File: config.mk
export PLATFORM = sky130hd
export DESIGN_NAME = itype_decoder
export DESIGN_NICKNAME = d
export VERILOG_FILES = /design/src/rtl/itype_pkg.sv /design/src/rtl/itype_field_split.sv /design/src/rtl/itype_imm_ext.sv /design/src/rtl/itype_ctrl_dec.sv /design/src/rtl/itype_write_guard.sv /design/src/rtl/itype_decoder.sv
export SDC_FILE = /design/constraint.sdc
export NUM_CORES = 1
export LEC_CHECK = 0
export BUFFER_PORTS_ARGS = -buffer_cell sky130_fd_sc_hd__buf_2
export CAP_MARGIN = 5
export CORE_MARGIN = 2
export CORE_UTILIZATION = 33
export DETAILED_ROUTE_END_ITERATION = 10
export GPL_TIMING_DRIVEN = 0
export PLACE_DENSITY = 0.82
export SLEW_MARGIN = 20
export SYNTH_ARGS = -nofsm -noshare
export SYNTH_HDL_FRONTEND = slang
export SYNTH_HIERARCHICAL = 1
export SYNTH_SLANG_ARGS = --single-unit
export TNS_END_PERCENT = 20
File: constraint.sdc
create_clock -name vclk -period 2.1
set_input_delay 0.315 -clock vclk [all_inputs]
set_output_delay 0.315 -clock vclk [all_outputs]
set_load 0.05 [all_outputs]
File: src/rtl/itype_pkg.sv
package itype_pkg;

   localparam int OPC_W = 6;
   typedef logic [OPC_W-1:0] opc_t;

   localparam opc_t OPC_RTYPE = 6'b000000;
   localparam opc_t OPC_BEQ   = 6'b000100;
   localparam opc_t OPC_ADDI  = 6'b001000;
   localparam opc_t OPC_ADDIU = 6'b001001;
   localparam opc_t OPC_SLTI  = 6'b001010;
   localparam opc_t OPC_SLTIU = 6'b001011;
   localparam opc_t OPC_ANDI  = 6'b001100;
   localparam opc_t OPC_ORI   = 6'b001101;
   localparam opc_t OPC_LW    = 6'b100011;
   localparam opc_t OPC_SW    = 6'b101011;

   typedef enum logic [3:0] {
      ALU_ADD  = 4'd0,
      ALU_SUB  = 4'd1,
      ALU_AND  = 4'd2,
      ALU_OR   = 4'd3,
      ALU_SLT  = 4'd4,
      ALU_SLTU = 4'd5
   } alu_op_e;

   typedef struct packed {
      alu_op_e alu_sel;
      logic    alu_src_imm;
      logic    mem_rd;
      logic    mem_wr;
      logic    reg_we;
      logic    wb_from_mem;
      logic    branch_eq;
      logic    jump;
      logic    rtype;
      logic    illegal;
   } ctrl_t;

   // direct-jump opcodes share the upper five bits 00001
   function automatic logic is_jump_opc(input opc_t op);
      return op[OPC_W-1:1] == 5'b00001;
   endfunction

endpackage

File: src/rtl/itype_field_split.sv
module itype_field_split #(
   parameter int INSTR_W = 32,
   parameter int OP_W    = 6,
   parameter int IDX_W   = 5,
   parameter int IMM_W   = 16
) (
   input  logic [INSTR_W-1:0] word,
   output logic [OP_W-1:0]    op,
   output logic [IDX_W-1:0]   rs,
   output logic [IDX_W-1:0]   rt,
   output logic [IMM_W-1:0]   imm
);
   localparam int IMM_LO = 0;
   localparam int RT_LO  = IMM_LO + IMM_W;
   localparam int RS_LO  = RT_LO + IDX_W;
   localparam int OP_LO  = RS_LO + IDX_W;

   if (OP_LO + OP_W != INSTR_W) begin : g_bad_layout
      $error("field widths do not fill the instruction word");
   end

   assign imm = word[IMM_LO +: IMM_W];
   assign rt  = word[RT_LO  +: IDX_W];
   assign rs  = word[RS_LO  +: IDX_W];
   assign op  = word[OP_LO  +: OP_W];
endmodule

File: src/rtl/itype_imm_ext.sv
module itype_imm_ext
   import itype_pkg::*;
#(
   parameter int IMM_W      = 16,
   parameter int DATA_W     = 32,
   parameter bit LOGIC_ZEXT = 1'b1
) (
   input  opc_t              op,
   input  logic [IMM_W-1:0]  imm,
   output logic [DATA_W-1:0] ext
);
   localparam int PAD_W = DATA_W - IMM_W;

   if (PAD_W < 1) begin : g_bad_width
      $error("data width must exceed immediate width");
   end

   logic zero_sel;

   if (LOGIC_ZEXT) begin : g_logic_zext
      assign zero_sel = (op == OPC_SLTIU) | (op == OPC_ANDI) | (op == OPC_ORI);
   end else begin : g_logic_sext
      assign zero_sel = (op == OPC_SLTIU);
   end

   assign ext = zero_sel ? {{PAD_W{1'b0}}, imm}
                         : {{PAD_W{imm[IMM_W-1]}}, imm};
endmodule

File: src/rtl/itype_ctrl_dec.sv
module itype_ctrl_dec
   import itype_pkg::*;
(
   input  opc_t  op,
   output ctrl_t raw
);
   always_comb begin
      raw = '0;
      raw.alu_sel = ALU_ADD;
      unique case (op)
         OPC_ADDI, OPC_ADDIU: begin
            raw.alu_src_imm = 1'b1;
            raw.reg_we      = 1'b1;
         end
         OPC_SLTI: begin
            raw.alu_sel     = ALU_SLT;
            raw.alu_src_imm = 1'b1;
            raw.reg_we      = 1'b1;
         end
         OPC_SLTIU: begin
            raw.alu_sel     = ALU_SLTU;
            raw.alu_src_imm = 1'b1;
            raw.reg_we      = 1'b1;
         end
         OPC_ANDI: begin
            raw.alu_sel     = ALU_AND;
            raw.alu_src_imm = 1'b1;
            raw.reg_we      = 1'b1;
         end
         OPC_ORI: begin
            raw.alu_sel     = ALU_OR;
            raw.alu_src_imm = 1'b1;
            raw.reg_we      = 1'b1;
         end
         OPC_BEQ: begin
            raw.alu_sel   = ALU_SUB;
            raw.branch_eq = 1'b1;
         end
         OPC_LW: begin
            raw.alu_src_imm = 1'b1;
            raw.mem_rd      = 1'b1;
            raw.wb_from_mem = 1'b1;
            raw.reg_we      = 1'b1;
         end
         OPC_SW: begin
            raw.alu_src_imm = 1'b1;
            raw.mem_wr      = 1'b1;
         end
         OPC_RTYPE: raw.rtype = 1'b1;
         default: begin
            if (is_jump_opc(op)) raw.jump    = 1'b1;
            else                 raw.illegal = 1'b1;
         end
      endcase
   end
endmodule

File: src/rtl/itype_write_guard.sv
module itype_write_guard
   import itype_pkg::*;
#(
   parameter int IDX_W      = 5,
   parameter bit ZERO_GUARD = 1'b1
) (
   input  ctrl_t            raw,
   input  logic [IDX_W-1:0] tgt,
   output ctrl_t            fin
);
   logic dest_ok;

   if (ZERO_GUARD) begin : g_zero_guard
      assign dest_ok = |tgt;
   end else begin : g_no_guard
      assign dest_ok = 1'b1;
   end

   always_comb begin
      fin = raw;
      fin.reg_we = raw.reg_we & dest_ok & ~raw.illegal;
      fin.mem_wr = raw.mem_wr & ~raw.illegal;
      fin.mem_rd = raw.mem_rd & ~raw.illegal;
   end
endmodule

File: src/rtl/itype_decoder.sv
module itype_decoder
   import itype_pkg::*;
#(
   parameter int INSTR_W    = 32,
   parameter int DATA_W     = 32,
   parameter int IDX_W      = 5,
   parameter int IMM_W      = 16,
   parameter bit LOGIC_ZEXT = 1'b1,
   parameter bit ZERO_GUARD = 1'b1
) (
   input  logic [INSTR_W-1:0] instr_word,
   output logic [OPC_W-1:0]   op_code,
   output logic [IDX_W-1:0]   src_idx,
   output logic [IDX_W-1:0]   tgt_idx,
   output logic [IMM_W-1:0]   imm_raw,
   output logic [DATA_W-1:0]  imm_ext,
   output logic [3:0]         alu_sel,
   output logic               alu_src_imm,
   output logic               mem_rd,
   output logic               mem_wr,
   output logic               wb_from_mem,
   output logic               reg_we,
   output logic [IDX_W-1:0]   wr_idx,
   output logic               branch_eq,
   output logic               jump_flag,
   output logic               rtype_flag,
   output logic               illegal
);
   ctrl_t ctrl_raw;
   ctrl_t ctrl_fin;

   itype_field_split #(
      .INSTR_W(INSTR_W), .OP_W(OPC_W), .IDX_W(IDX_W), .IMM_W(IMM_W)
   ) u_split (
      .word(instr_word), .op(op_code), .rs(src_idx), .rt(tgt_idx), .imm(imm_raw)
   );

   itype_imm_ext #(
      .IMM_W(IMM_W), .DATA_W(DATA_W), .LOGIC_ZEXT(LOGIC_ZEXT)
   ) u_ext (
      .op(op_code), .imm(imm_raw), .ext(imm_ext)
   );

   itype_ctrl_dec u_dec (
      .op(op_code), .raw(ctrl_raw)
   );

   itype_write_guard #(
      .IDX_W(IDX_W), .ZERO_GUARD(ZERO_GUARD)
   ) u_guard (
      .raw(ctrl_raw), .tgt(tgt_idx), .fin(ctrl_fin)
   );

   assign alu_sel     = ctrl_fin.alu_sel;
   assign alu_src_imm = ctrl_fin.alu_src_imm;
   assign mem_rd      = ctrl_fin.mem_rd;
   assign mem_wr      = ctrl_fin.mem_wr;
   assign wb_from_mem = ctrl_fin.wb_from_mem;
   assign reg_we      = ctrl_fin.reg_we;
   assign wr_idx      = tgt_idx;
   assign branch_eq   = ctrl_fin.branch_eq;
   assign jump_flag   = ctrl_fin.jump;
   assign rtype_flag  = ctrl_fin.rtype;
   assign illegal     = ctrl_fin.illegal;
endmodule

# ---- Word-level counts from Yosys, hierarchy flattened
# Index checks and enable logic that the tools add are counted.
dict set report word_totals {
  latchBits 0
  elab_cells 34
  input_bits 32
  romBits 0
  memories 0
  mem_bits_rw 0
  regBits 0
  output_inout_bits 82
}
dict set report op_classes {
  shift 0
  div 0
  addsub 0
  bitwise_logic 7
  mux 12
  n_reduce_logical 5
  n_lt_le_gt_ge 0
  multipliers 0
  eq_ne 10
}
# cell count
set ops {}
lappend ops {{== test 6 x 4 -> 1 bit, second input constant} 6}
lappend ops {{two-way mux 32 bit} 1}
lappend ops {{case mux 3 bit (5 select lines)} 1}
lappend ops {{== test 6 bit, second input constant} 2}
lappend ops {{two-way mux 1 bit} 10}
lappend ops {{OR reduction 10 bit} 1}
lappend ops {{OR reduction 8 bit} 1}
lappend ops {{OR reduction 7 bit} 1}
lappend ops {{== test 6 x 3 -> 1 bit, second input constant} 1}
lappend ops {{zero test 6 bit} 1}
lappend ops {{== test 5 x 1 -> 1 bit, second input constant} 1}
lappend ops {{OR reduction 5 bit} 1}
lappend ops {{AND 1 bit} 4}
lappend ops {{OR 1 bit} 2}
lappend ops {{inverter 1 bit} 1}

# ---- Logic depth before layout (Yosys ltp)
# Gate-level depths: netlist (run 1).
dict set report logic_depth {
  word_depth 5
  ltp_mapped 6
  ltp_nobuf 5
}

# ---- By module
# Netlist (run 1), hierarchy kept.
# module seq_area_each_um2 cells_per_inst area_per_inst_um2 n_inst
set by_module_without_submodules {}
lappend by_module_without_submodules {itype_imm_ext 0.0 36 260.2 1}
lappend by_module_without_submodules {itype_field_split 0.0 32 240.2 1}
lappend by_module_without_submodules {itype_ctrl_dec 0.0 28 163.9 1}
lappend by_module_without_submodules {itype_write_guard 0.0 16 123.9 1}
lappend by_module_without_submodules {itype_decoder 0.0 5 37.5 1}

# ---- Least setup slack after synthesis (run 1)
# Ideal clock, no wire load.
dict set report synth_path {
  kind {in2out}
  startpoint {in instr_word[30]}
  endpoint {out imm_ext[17]}
  setup_slack_ns -0.692
  arrival_time_ns 2.477
  path_buffers 2
  cell_stages 4
  cell_sequence {buf_4 nor2_1 a31oi_1 buf_4}
}
dict set report synth_via {
  elab_chain_cells 4
}
# item line_no
set synth_rtl {}
lappend synth_rtl {{from (decl)} itype_decoder.sv:11} ;# input logic [INSTR_W-1:0] instr_word,
lappend synth_rtl {{== test 6 x 4 -> 1 bit} itype_imm_ext.sv:21} ;# assign zero_sel = (op == OPC_SLTIU) | (op == OPC_ANDI) | (op == OPC_ORI);
lappend synth_rtl {{OR 1 bit} itype_imm_ext.sv:21}
lappend synth_rtl {{OR 1 bit *} itype_imm_ext.sv:21}
lappend synth_rtl {{two-way mux 32 bit *} itype_imm_ext.sv:26} ;# assign ext = zero_sel ? {{PAD_W{1'b0}}, imm}
lappend synth_rtl {{to (decl)} itype_decoder.sv:16} ;# output logic [DATA_W-1:0] imm_ext,
# Every way passes the cells marked *; elsewhere a longest branch is shown, timed or not.

==> results.yml, run 1 <==
die:
  coreArea_um2: 2432
  ioPinCount: 114
  fp.dieW_um: 54.03
  die_height_um: 54.03
  rows: 18
  floorplan.initialDensity: 0.3395
  die-area_um2: 2919
run_status:
  status: "finished, final reports clean"
logic_synthesis:
  ys_top_cells_by_count: "80 x buf_4, 6 x nor2_1, 4 x nand2_1, 4 x nor2b_1, 3 x nor3_1"
  synth_area_um2: 825.8
  synthesis.nets: 149
  ys_seq_area_frac: 0
  synth.area.top_cells: "buf_4 73%, nor2b_1 3.0%, nor2_1 2.7%"
  avgSynthCellArea_um2: 7.058
  synth_warnings: 6
  yosysTopAreaCellShare: 0.7273
  synth_area_leader_cell: "buf_4"
  synth.most_common_cell: "buf_4"
  synth_cell_types: 24
  netlist_instances: 117
sta:
  maxSlewViolCount: 0
  setup-tns-final_ps: 0
  min_period_over_period: 0.9498
  rsz0062_at_grt: "no"
  finalSetupViolCount: 0
  clock.fmax_mhz: 501.3
  final_hold_viol_count: 0
  fin_crit_ps: 1995
  worst_slack_ps: 105.3
flow_run:
  cap_violations: 0
final_layout:
  nNetsFinal: 232
  syn_to_final_growth_pct: 55.45
  drive_gt1_frac: 0.8384
  nFlopsAndLatches: 0
  regArea_um2: 0
  clkbuf_count: 0
  post-route-util: 0.5278
  insertedDiodeCount: 0
  instances_no_fill: 228
hold_path:
  hold_path_class: "input port to output pin"
  holdPathEnd: "src_idx[3]"
  worstHoldStart: "instr_word[24]"
  whs_path_depth: 2
route:
  drt_iter0_drc: 2
  vias_per_cell: 3.842
  num_vias: 876
  detail-route-antenna-nets: 0
  wl_um: 1826
  wl_per_cell_um: 8.009
  drc: 0
  dr.pass1.iters: 4
power:
  finalPower_uw: 507.0
  switchingPower_uw: 354.1
  comb_power_share: 1.000
  p_per_area_nw_per_um2: 395.0
  seqPwrFrac: 0
  p_clk_frac: 0
  switching_share: 0.6984
  worst_ir_drop_vdd_v: 0.0002681
  internal_power_uw: 152.9
  p_leak_nw: 0.8056
clocking:
  cts.repair.resized: 0
  ctsHoldBuffers: 0
  post-cts-setup-buffer-count: 0
global_routing:
  grt_pass1_vias: 623
  grt_usage: 0.1005
  grt_max_degree: 17
  grt_pass1_wl_um: 2346
  antenna_found_initial: 0
  overflow: 0
placement:
  io_buffers: 81
  dp_hpwl_um: 1663
  dp_cells: 228
  globalplace.congestion: 0.7288
  pre_cts_ws_ps: 96.14
critical_path:
  crit_arrival_ps: 1680
  crit_type: "input port to output pin"
  crit_required_ps: 1780
  end_kind: "output pin"
  critPathLaunchType: "input port"
  path_max_fanout: 9
-- cell families after synthesis --
| kind of cell | count (synthesis) | share of synthesized area |
|---|---|---|
| AOI/OAI and AO/OA | 6 | 0.04849 |
| buffers and inverters | 81 | 0.7318 |
| muxes | 1 | 0.01212 |
| other | 1 | 0.004541 |
| and+or+nand+nor | 28 | 0.2030 |
-- final cells by class --
cell class | count | area (um2)
buffer | 80 | 600.6
fill | 249 | 1149
inverter | 1 | 3.754
multi-input combinational | 36 | 236.5
tap | 30 | 37.54
timing repair buffer | 81 | 405.4
-- critical path, cell delays in order --
cell and delay [ps]:
buf_4 140, or2_1 260, or4_1 500, o31ai_1 80, buf_4 140, buf_2 250
-- per-layer routing --
metal / track usage / part of all wire / vias to the layer above
met5: 0 / 0 / -
met4: 0 / 0 / 0
met3: 0.002778 / 0.17 / 0
met2: 0.1931 / 0.48 / 67
met1: 0.1307 / 0.35 / 355
li1: - / - / 454
-- cell usage in the layout (no fill, tap or decap), types with 2 or more instances in the layout --
cell,n
nand3b_1,2
nor2_1,6
buf_4,80
buf_2,81
nor2b_1,4
nor3_1,3
nand2_1,4
-- per-stage QoR --
stage | hold WS (ps) | cell area [um2]
final | 932.2 | 1284
after global routing | 936.9 | 1284
after CTS | 933.0 | 1284
after detailed placement | 933.0 | 1284
after global placement | 931.7 | 1284
after floorplan | 797.1 | 840.8
-- worst max-delay path by stage --
stage	start	endpoint	cells after the start
final	instr_word[30]	alu_sel[0]	6
after global placement	instr_word[30]	alu_sel[0]	6
after floorplan	instr_word[28]	mem_rd	5
after global routing	instr_word[28]	reg_we	7
after detailed placement	instr_word[30]	alu_sel[0]	6
after CTS	instr_word[30]	alu_sel[0]	6
-- power groups by stage --
stage	sequential (mW)	combinational, mW	clock (mW)
after floorplan	0	0.436	0
after global placement	0	0.506	0
after detailed placement	0	0.510	0
after CTS	0	0.511	0
after global routing	0	0.532	0
final	0	0.507	0
No activity file was read; power rests on OpenSTA's default activity.
==> run 2: changes to the inputs <==
--- a/config.mk
+++ b/config.mk
@@ -11,5 +11,4 @@
 export CORE_UTILIZATION = 33
 export DETAILED_ROUTE_END_ITERATION = 10
-export GPL_TIMING_DRIVEN = 0
 export PLACE_DENSITY = 0.82
 export SLEW_MARGIN = 20
==> constraint.sdc (replaced) <==
create_clock -name vclk -period 2.1
set_input_delay 0 -clock vclk [all_inputs]
set_output_delay 0 -clock vclk [all_outputs]
set_load 0.05 [all_outputs]
==> run 2 against run 1 <==
Compared with the run above: hold slack worse by 930 ps; count of clock-buffer cells in the layout stayed put; total power is 52% lower; wire length is 34% lower; critical path depth is 1 lower; via count is 41% lower; utilization is 30 points lower.
==> results.yml, run 2 (synthesis results as in run 1) <==
sta:
  worst_pin_slew_ps: 542.8
  whs_ps: 0.02200
  fin_crit_ps: 1313
  min_period_over_period: 0.6251
  maxSlewViolCount: 0
  rsz0062_at_grt: "no"
  finalSetupViolCount: 0
  relSlewSlack: 0.6370
  final_hold_viol_count: 0
  clock.fmax_mhz: 761.8
  setup-tns-final_ps: 0
route:
  wl_met1_um: 463
  drt_iter0_drc: 7
  num_vias: 514
  wl_per_cell_um: 9.640
  wl_met3_um: 153
  met2RoutedLength_um: 573
  dr.pass1.iters: 4
  drc: 0
  detail-route-antenna-nets: 0
  wl_um: 1205
  vias_per_cell: 4.112
  top_layer_used: "met4"
critical_path:
  crit_top_cell: "buf_2"
  cpLargestDelayFamily: "simple AND/OR/NAND/NOR gates"
  crit_chain: "buf_2 > or2_1 > or4_1 > o31ai_1 > buf_2"
  path_max_fanout: 9
  end_kind: "output pin"
  cpPeakStageDelay_ps: 510
  crit_arrival_ps: 1310
  critPathSlowestCell: "or4_1"
  crit_required_ps: 2100
  critPathLaunchType: "input port"
  cp_num_buf_inv: 2
  crit_type: "input port to output pin"
global_routing:
  grt_usage: 0.06450
  grt_max_degree: 17
  grt_pass1_wl_um: 1483
  antenna_found_initial: 0
  overflow: 0
  grt_pass1_vias: 321
final_layout:
  syn_to_final_growth_pct: -32.27
  drive_gt1_frac: 0.6632
  num-fill-cells: 283
  final_cell_mix: "58 x buf_2, 6 x nor2_1, 4 x nand2_1, 4 x nor2b_1, 3 x nor3_1"
  clkbuf_count: 0
  nNetsFinal: 129
  instances_no_fill: 125
  nFlopsAndLatches: 0
  layout_commonest_cell: "buf_2"
  insertedDiodeCount: 0
  regArea_um2: 0
  multi_input_area_um2: 227.7
placement:
  dp_hpwl_um: 1008
  dp_cells: 125
  globalplace.congestion: 0.6729
  io_buffers: 58
die:
  floorplan.initialDensity: 0.3395
  die-area_um2: 2919
  fp.dieW_um: 54.03
  die_height_um: 54.03
  coreArea_um2: 2432
  ioPinCount: 114
  rows: 18
power:
  switching_share: 0.8071
  switchingPower_uw: 198.0
  seqPwrFrac: 0
  p_clk_frac: 0
  p_per_area_nw_per_um2: 438.7
  internal_power_uw: 47.32
  p_leak_nw: 0.3231
  comb_power_share: 1.000
  worst_ir_drop_vdd_v: 0.0001540
hold_path:
  hold_path_class: "input port to output pin"
clocking:
  cts.repair.resized: 0
  ctsHoldBuffers: 0
  post-cts-setup-buffer-count: 0
run_status:
  status: "finished, final reports clean"
flow_run:
  cap_violations: 0
## run 2: changes by cell type in the layout (fill, tap and decap cells not counted), sizes merged
cell and delta:
buf -103
## run 2: area by class of cell
type                            count  share of cell area
Tap cell                           30             0.06711
Timing Repair Buffer               58              0.5190
Inverter                            1            0.006711
Multi-Input combinational cell     36              0.4072
## run 2: power by group through the flow
| stage | Clock [mW] | Combinational (mW) | Sequential (mW) |
|---|---|---|---|
| floorplan | 0 | 0.434 | 0 |
| global placement | 0 | 0.245 | 0 |
| detailed placement | 0 | 0.247 | 0 |
| CTS | 0 | 0.247 | 0 |
| global route | 0 | 0.260 | 0 |
| finish | 0 | 0.245 | 0 |
## run 2: stage by stage
step                      utilization  setup slack [ps]  cell area, um2  power, mW
final                          0.2299             787.4           559.3     0.2453
after global routing           0.2299             651.4           559.3     0.2601
after CTS                      0.2299             779.9           559.3     0.2470
after detailed placement       0.2299             782.1           559.3     0.2469
after global placement         0.2299             775.1           559.3     0.2455
after floorplan                     -             513.0           832.0     0.4341
## run 2: metal layers
layer,track usage,vias to the layer above
li1,-,249
met1,0.08660,226
met2,0.1016,32
met3,0.01667,7
met4,0.01667,0
met5,0,-
## run 2: worst paths after layout
| kind | from | to | slack (ps) | cells after the start |
|---|---|---|---|---|
| worst min-delay path | instr_word[23] | src_idx[2] | 0.02 | 0 |
| worst max-delay path | instr_word[30] | alu_sel[0] | 790 | 5 |
